===== config.mk =====
export PLATFORM = sky130hd
export DESIGN_NAME = page_wrap_wbuf
export DESIGN_NICKNAME = d
export VERILOG_FILES = /design/src/rtl/pwb_pkg.sv /design/src/rtl/pwb_cursor.sv /design/src/rtl/pwb_store.sv /design/src/rtl/pwb_sweep.sv /design/src/rtl/page_wrap_wbuf.sv
export SDC_FILE = /design/constraint.sdc
export NUM_CORES = 1
export LEC_CHECK = 0
export ABC_CLOCK_PERIOD_IN_PS = 2600
export BUFFER_PORTS_ARGS = -buffer_cell sky130_fd_sc_hd__buf_4
export CORE_UTILIZATION = 56
export DETAILED_ROUTE_END_ITERATION = 12
export MAX_ROUTING_LAYER = met4
export PLACE_DENSITY = 0.75
export SYNTH_ARGS = -nofsm -noshare
export SYNTH_HDL_FRONTEND = slang
export SYNTH_SLANG_ARGS = --single-unit

===== constraint.sdc =====
create_clock -name clk -period 2.6 [get_ports clk]
set_input_delay 0.52 -clock clk [delete_from_list [all_inputs] [get_ports clk]]
set_output_delay 0.52 -clock clk [all_outputs]
set_load 0.02 [all_outputs]

===== src/rtl/pwb_pkg.sv =====
// Package for the page-wrapping write buffer.
// Holds the state type of the page sweep sequencer.
package pwb_pkg;

    typedef enum logic {
        SW_IDLE = 1'b0,
        SW_RUN  = 1'b1
    } sweep_st_e;

endpackage


===== src/rtl/pwb_cursor.sv =====
// Tracks the page base and the byte position of the current burst.
// Assumes at most one of zero/load/step is high per cycle (the top decides priority).
module pwb_cursor #(
    parameter int ADDR_W = 16,
    parameter int OFF_W  = 7
) (
    input  logic                    clk,
    input  logic                    rst_n,
    input  logic                    zero,
    input  logic                    load,
    input  logic [ADDR_W-1:0]       load_addr,
    input  logic                    step,
    output logic [ADDR_W-OFF_W-1:0] base_hi,
    output logic [OFF_W-1:0]        ptr
);

    // Update page base and position; the position wraps inside the page.
    always_ff @(posedge clk) begin
        if (!rst_n) begin
            base_hi <= '0;
            ptr     <= '0;
        end else if (zero) begin
            ptr     <= '0;
        end else if (load) begin
            base_hi <= load_addr[ADDR_W-1:OFF_W];
            ptr     <= load_addr[OFF_W-1:0];
        end else if (step) begin
            ptr     <= ptr + {{(OFF_W-1){1'b0}}, 1'b1};
        end
    end

endmodule


===== src/rtl/pwb_store.sv =====
// Page-sized byte buffer with one written-mark per slot.
// Assumes clr and wr are never high together. Data slots are not reset, and
// the mark tells whether a slot holds a byte of the current burst.
module pwb_store #(
    parameter int DEPTH  = 128,
    parameter int OFF_W  = 7,
    parameter int DATA_W = 8
) (
    input  logic              clk,
    input  logic              rst_n,
    input  logic              clr,
    input  logic              wr,
    input  logic [OFF_W-1:0]  wr_idx,
    input  logic [DATA_W-1:0] wr_data,
    input  logic [OFF_W-1:0]  rd_idx,
    output logic [DATA_W-1:0] rd_byte,
    output logic              rd_hit
);

    logic [DEPTH-1:0]  mark_vec;
    logic [DATA_W-1:0] slot_q [DEPTH];

    for (genvar g = 0; g < DEPTH; g++) begin : g_slot
        logic              v_q;
        logic [DATA_W-1:0] d_q;

        // Written-mark of this slot: set on store, cleared on reset or clr.
        always_ff @(posedge clk) begin
            if (!rst_n || clr) begin
                v_q <= 1'b0;
            end else if (wr && (wr_idx == OFF_W'(g))) begin
                v_q <= 1'b1;
            end
        end

        // Data of this slot: the last byte stored here wins.
        always_ff @(posedge clk) begin
            if (wr && (wr_idx == OFF_W'(g))) begin
                d_q <= wr_data;
            end
        end

        assign mark_vec[g] = v_q;
        assign slot_q[g]   = d_q;
    end

    // Lookup of the slot selected by the sweep.
    always_comb begin
        rd_byte = slot_q[rd_idx];
        rd_hit  = mark_vec[rd_idx];
    end

endmodule


===== src/rtl/pwb_sweep.sv =====
// Walks one page: reads each location, then one cycle later writes the
// merged byte back. Assumes a synchronous array read with one cycle latency
// and a base that stays fixed while busy.
module pwb_sweep
    import pwb_pkg::*;
#(
    parameter int ADDR_W = 16,
    parameter int OFF_W  = 7,
    parameter int DATA_W = 8
) (
    input  logic                    clk,
    input  logic                    rst_n,
    input  logic                    go,
    input  logic [ADDR_W-OFF_W-1:0] base_hi,
    input  logic                    slot_hit,
    input  logic [DATA_W-1:0]       slot_byte,
    input  logic [DATA_W-1:0]       rd_data,
    output logic [OFF_W-1:0]        sel_idx,
    output logic                    busy,
    output logic                    done,
    output logic                    rd_en,
    output logic [ADDR_W-1:0]       rd_addr,
    output logic                    wr_en,
    output logic [ADDR_W-1:0]       wr_addr,
    output logic [DATA_W-1:0]       wr_data
);

    sweep_st_e        state;
    logic [OFF_W:0]   cnt;
    logic             wr_pend;
    logic [OFF_W-1:0] wr_idx;

    // Read and write ports plus the merge choice.
    always_comb begin
        busy    = (state == SW_RUN);
        rd_en   = busy && !cnt[OFF_W];
        rd_addr = {base_hi, cnt[OFF_W-1:0]};
        wr_en   = wr_pend;
        wr_addr = {base_hi, wr_idx};
        wr_data = slot_hit ? slot_byte : rd_data;
        done    = wr_pend && (wr_idx == {OFF_W{1'b1}});
        sel_idx = wr_idx;
    end

    // Sequencer: read counter, write stage one cycle behind, run/idle state.
    always_ff @(posedge clk) begin
        if (!rst_n) begin
            state   <= SW_IDLE;
            cnt     <= '0;
            wr_pend <= 1'b0;
            wr_idx  <= '0;
        end else begin
            wr_pend <= rd_en;
            wr_idx  <= cnt[OFF_W-1:0];
            case (state)
                SW_IDLE: begin
                    if (go) begin
                        state <= SW_RUN;
                        cnt   <= '0;
                    end
                end
                SW_RUN: begin
                    if (rd_en) begin
                        cnt <= cnt + {{OFF_W{1'b0}}, 1'b1};
                    end
                    if (done) begin
                        state <= SW_IDLE;
                    end
                end
                default: state <= SW_IDLE;
            endcase
        end
    end

endmodule


===== src/rtl/page_wrap_wbuf.sv =====
// Top of the page-wrapping write buffer. Arbitrates the controls
// (abort > commit > start > byte, all ignored while busy) and wires the
// cursor, buffer and sweep together. Assumes PAGE_BYTES is a power of two.
module page_wrap_wbuf #(
    parameter int ADDR_W     = 16,
    parameter int PAGE_BYTES = 128,
    parameter int DATA_W     = 8
) (
    input  logic              clk,
    input  logic              rst_n,
    input  logic              start_valid,
    input  logic [ADDR_W-1:0] start_addr,
    input  logic              byte_valid,
    input  logic [DATA_W-1:0] byte_data,
    input  logic              commit,
    input  logic              abort,
    output logic              busy,
    output logic              rd_en,
    output logic [ADDR_W-1:0] rd_addr,
    input  logic [DATA_W-1:0] rd_data,
    output logic              wr_en,
    output logic [ADDR_W-1:0] wr_addr,
    output logic [DATA_W-1:0] wr_data
);

    localparam int OFF_W = $clog2(PAGE_BYTES);

    logic                    take_abort, take_commit, take_start, take_byte;
    logic [ADDR_W-OFF_W-1:0] base_hi;
    logic [OFF_W-1:0]        ptr;
    logic [OFF_W-1:0]        sel_idx;
    logic [DATA_W-1:0]       slot_byte;
    logic                    slot_hit;
    logic                    sweep_done;

    // Control priority; nothing is taken while a page write runs.
    always_comb begin
        take_abort  = !busy && abort;
        take_commit = !busy && !abort && commit;
        take_start  = !busy && !abort && !commit && start_valid;
        take_byte   = !busy && !abort && !commit && !start_valid && byte_valid;
    end

    pwb_cursor #(
        .ADDR_W (ADDR_W),
        .OFF_W  (OFF_W)
    ) u_cursor (
        .clk       (clk),
        .rst_n     (rst_n),
        .zero      (take_abort),
        .load      (take_start),
        .load_addr (start_addr),
        .step      (take_byte),
        .base_hi   (base_hi),
        .ptr       (ptr)
    );

    pwb_store #(
        .DEPTH  (PAGE_BYTES),
        .OFF_W  (OFF_W),
        .DATA_W (DATA_W)
    ) u_store (
        .clk     (clk),
        .rst_n   (rst_n),
        .clr     (take_abort || take_start || sweep_done),
        .wr      (take_byte),
        .wr_idx  (ptr),
        .wr_data (byte_data),
        .rd_idx  (sel_idx),
        .rd_byte (slot_byte),
        .rd_hit  (slot_hit)
    );

    pwb_sweep #(
        .ADDR_W (ADDR_W),
        .OFF_W  (OFF_W),
        .DATA_W (DATA_W)
    ) u_sweep (
        .clk       (clk),
        .rst_n     (rst_n),
        .go        (take_commit),
        .base_hi   (base_hi),
        .slot_hit  (slot_hit),
        .slot_byte (slot_byte),
        .rd_data   (rd_data),
        .sel_idx   (sel_idx),
        .busy      (busy),
        .done      (sweep_done),
        .rd_en     (rd_en),
        .rd_addr   (rd_addr),
        .wr_en     (wr_en),
        .wr_addr   (wr_addr),
        .wr_data   (wr_data)
    );

endmodule


==> results by group <==
Outcome
  – Outcome: finished with violations
  – Failing checks: negative setup slack

Placed design
  – Routability congestion estimate: around 0.9
  – Pre-CTS setup slack: -0.934 ns
  – Port buffer count: 80
  – Hpwl dp: 75800 µm
  – Post-place instance area: 50900 µm²

Synth
  – Post-synth EDFFs: about 1000
  – Seq/Total Area, Yosys: 73.6%
  – Synth Instances: between 2000 and 2500
  – Synthesized area: 46200 µm²
  – Synthesis Warnings: 0
  – Net Count, Synth: 2534
  – Yosys cell types: 60
  – Avg Cell Area, Syn: between 15 and 20 µm²
  – Post-synth top flop: edfxtp_1
  – Async set-or-reset flop fraction in the synthesized netlist: 0%
  – Yosys reg bits: 1185

STA
  – Least-Margin Pin Slew: 0.805 ns
  – Final period utilization: 156%
  – Post-layout min period: 4.05 ns
  – Slew headroom: 46.4%
  – Final worst setup slack: -1.45 ns
  – Final setup viols: 8
  – Fin. max-slew vios: 0
  – Final hold violation count: 0
  – Worst clock skew: 0.0235 ns
  – Final hold slack: ~0.11 ns
  – Unrepaired setup endpoints after global routing: true
  – Fmax: 0.247 GHz

GRT
  – Pin count of the biggest net entering global routing: ~130
  – Initial antenna violation count: 1
  – First-pass GRT wire length: between 150000 and 200000 µm
  – Number of global-route vias before repair: 26800
  – Overflow after GRT: 0
  – Total GRT Usage: 30.0%

Drt
  – Routed via count: 26700
  – Post-route ant nets: 0
  – DRC Markers: 0
  – Vias per cell: 6.49
  – Routed WL per cell: between 20 and 30 µm
  – Detailed-route wire length: 119000 µm
  – First-iteration detailed-routing DRC count: 3908
  – Drt pass-1 iters: 6

Layout
  – Synth-to-layout area growth: 19.9%
  – Reg area: ~34000 µm²
  – Final Cell Area: 55400 µm²
  – FILL cells: 4918
  – Nets@finish: 2995
  – Ant. Diodes: 0
  – Multi-input logic area: 11600 µm²
  – Fin util: 68.3%
  – Layout cells sized above 1: 32.5%

Hold path
  – Hold Path Sink: u_cursor.base_hi[5]$_SDFFE_PN0P_
  – Hold path depth: 3
  – Worst Hold Launch: start_addr[12]
  – Worst min path class: in -> reg

Floorplan
  – Die width: 289 µm
  – Site Rows: 104
  – Initial Util: a little under three fifths
  – Die area: 83600 µm²
  – Core area: 81100 µm²
  – Vert. Die Dim: between 200 and 300 µm
  – Ports: 81

Pwr
  – Power per cell area: 695 nW/µm²
  – Worst IR Drop VDD: 0.000589 V
  – Pleak: 18.1 nW

Clocking
  – Htree depth: 3
  – Worst-Skew Late Latency: approximately 0.68 ns
  – Clock buffer depth: 3
  – Clock sinks: 1185
  – Clock root cell: clkbuf_16
  – Worst-path clk slew: 0.06 ns
  – TritonCTS Buffers: 114
  – # hold bufs at CTS: 0
  – CTS tree: done

Setup path
  – CP Launch Type: register
  – Worst path arrival time: 3.53 ns
  – R2r setup slk: 0.08 ns
  – Reg2reg start: u_sweep.sel_idx[5]$_SDFF_PN0_
  – Crit Reg-Reg Endpoint: u_store.g_slot[44].v_q$_SDFFE_PP0P_
  – Worst-path maximum fanout: 6
  – Critical path type: reg -> out
  – R2R depth: 9
  – Worst Setup End Kind: output pin
  – CP required: between 2 and 2.5 ns

Run
  – Maximum Capacitance Violations: 0
[how the worst max path moves through the flow]
stage	cells after the start	to	slack, ns	from
floorplan	8	wr_data[1]	-0.32	u_sweep.sel_idx[1]$_SDFF_PN0_
global placement	10	wr_data[5]	-0.89	u_sweep.sel_idx[0]$_SDFF_PN0_
detailed placement	10	wr_data[5]	-0.93	u_sweep.sel_idx[0]$_SDFF_PN0_
CTS	10	wr_data[1]	-1.38	u_sweep.sel_idx[1]$_SDFF_PN0_
global route	11	wr_data[1]	-1.51	u_sweep.sel_idx[0]$_SDFF_PN0_
finish	10	wr_data[1]	-1.45	u_sweep.sel_idx[1]$_SDFF_PN0_
[flip-flops by register name, indices dropped and copies added, names as in the netlist]
name,flops
u_sweep.wr_en,1
u_store.g_slot.d_q,1024
u_store.g_slot.v_q,128
u_cursor.ptr,7
u_sweep.sel_idx,7
u_cursor.base_hi,9
u_sweep.busy,1
u_sweep.cnt,8
[logic make-up (layout without fill, tap and decap cells)]
| kind of cell | Yosys count | in the layout | share of synthesized area, % |
|---|---|---|---|
| flops | 1185 | 1185 | 73.6 |
| compound gates | 387 | 387 | 6.08 |
| xor+xnor | 9 | 9 | 0.171 |
| simple gates | 368 | 368 | 3.65 |
| mux | 367 | 367 | 14.2 |
| buf+inv | 170 | 730 | 2.24 |
| fa+ha+maj | 5 | 5 | 0.135 |
[critical path: stages (launching register included)]
cell,delay (ns)
dfxtp_4,0.43
buf_12,0.13
buf_12,0.13
mux4_2,0.53
mux4_2,0.46
a22o_1,0.24
nor4_4,0.28
or2_1,0.21
buf_4,0.17
o31ai_2,0.09
buf_4,0.17
[area by class of cell]
class	count	area share [%]
sequential	1185	61.4
clock buffer	153	5.79
multi-input combinational	1136	20.9
timing repair buffer	508	8.42
clock inverter	62	1.09
inverter	7	0.0565
tap	1060	2.39
[cells in the mapped netlist, types with 4 or more instances]
master / number / area (µm²)
edfxtp_1: 1024 / 30700
mux4_2: 219 / 4930
dfxtp_1: 161 / 3220
nor2_1: 161 / 604
mux2i_1: 133 / 1330
o21a_1: 128 / 961
nand2_1: 83 / 312
a22oi_1: 59 / 443
buf_4: 59 / 443
clkbuf_1: 50 / 188
buf_2: 34 / 170
a21oi_1: 32 / 160
nand3_1: 30 / 150
o21ai_0: 28 / 140
a221oi_1: 27 / 236
o22ai_1: 24 / 150
nor3_1: 22 / 110
buf_6: 17 / 191
and2_1: 16 / 100
a22o_1: 13 / 114
a21boi_0: 12 / 90.1
nor2b_1: 12 / 75.1
o31ai_1: 12 / 90.1
a211oi_1: 9 / 67.6
a32oi_1: 8 / 70.1
mux2_2: 8 / 90.1
mux4_1: 7 / 184
nand4_1: 7 / 43.8
o2111ai_1: 7 / 61.3
xor2_1: 7 / 61.3
o221ai_1: 6 / 52.6
or2_2: 6 / 37.5
a31oi_1: 5 / 31.3
ha_1: 5 / 62.6
inv_1: 5 / 18.8
nand3b_1: 5 / 37.5
nor4b_1: 5 / 43.8
or3_1: 5 / 31.3
a311oi_1: 4 / 35.0
nand2b_1: 4 / 25.0
o211ai_1: 4 / 30.0
o41ai_1: 4 / 35.0
or3b_2: 4 / 35.0
[layout by cell type (no fill, tap or decap), drive strengths merged, types with 8 or more instances in the layout]
| cell | n |
|---|---|
| a22oi | 59 |
| dfxtp | 161 |
| and2 | 16 |
| nor3 | 22 |
| o22ai | 24 |
| mux2 | 8 |
| nand3 | 31 |
| bufinv | 12 |
| nor2b | 12 |
| clkinv | 45 |
| a22o | 13 |
| nand2 | 83 |
| a21oi | 32 |
| a32oi | 8 |
| a21boi | 12 |
| nor2 | 161 |
| mux2i | 133 |
| a211oi | 9 |
| o21a | 128 |
| edfxtp | 1024 |
| o21ai | 29 |
| a221oi | 27 |
| buf | 505 |
| clkbuf | 153 |
| mux4 | 226 |
| inv | 9 |
| o31ai | 12 |
[metrics by stage]
step	TNS [ns]	power, W	std cells
after floorplan	-2.46	0.0215	2491
after global placement	-6.58	0.0221	3878
after detailed placement	-6.85	0.0221	3878
after CTS	-10.88	0.0385	4110
after global routing	-11.78	0.0394	4111
final	-11.44	0.0385	4111
[where the power goes]
| group | internal (W) | leakage [nW] | switching (W) | total, W |
|---|---|---|---|---|
| registers | 0.0206 | 10.5 | 0.0000176 | 0.0206 |
| logic | 0.000402 | 5.74 | 0.000678 | 0.00108 |
| clock network | 0.00981 | 1.89 | 0.00694 | 0.0168 |
| total | 0.0308 | 18.1 | 0.00764 | 0.0385 |
[routing by layer]
layer / wire (µm) / part of all wire (%) / global-route usage [%] / up-vias
li1: - / - / - / 11000
met1: 45100 / 38 / 40.6 / 13800
met2: 57900 / 49 / 46.7 / 1654
met3: 12500 / 10 / 5.26 / 245
met4: 3830 / 3.2 / 9.83 / 0
met5: 0 / 0 / - / -
[repair_timing]
item / CTS / global route
setup endpoints to repair: 8 / 8
pin swaps: 6 / 2
resized for setup: 60 / 21
setup buffers: 14 / 1
gates cloned: 3 / 0
Note: power is estimated with default switching activity, not from simulation.
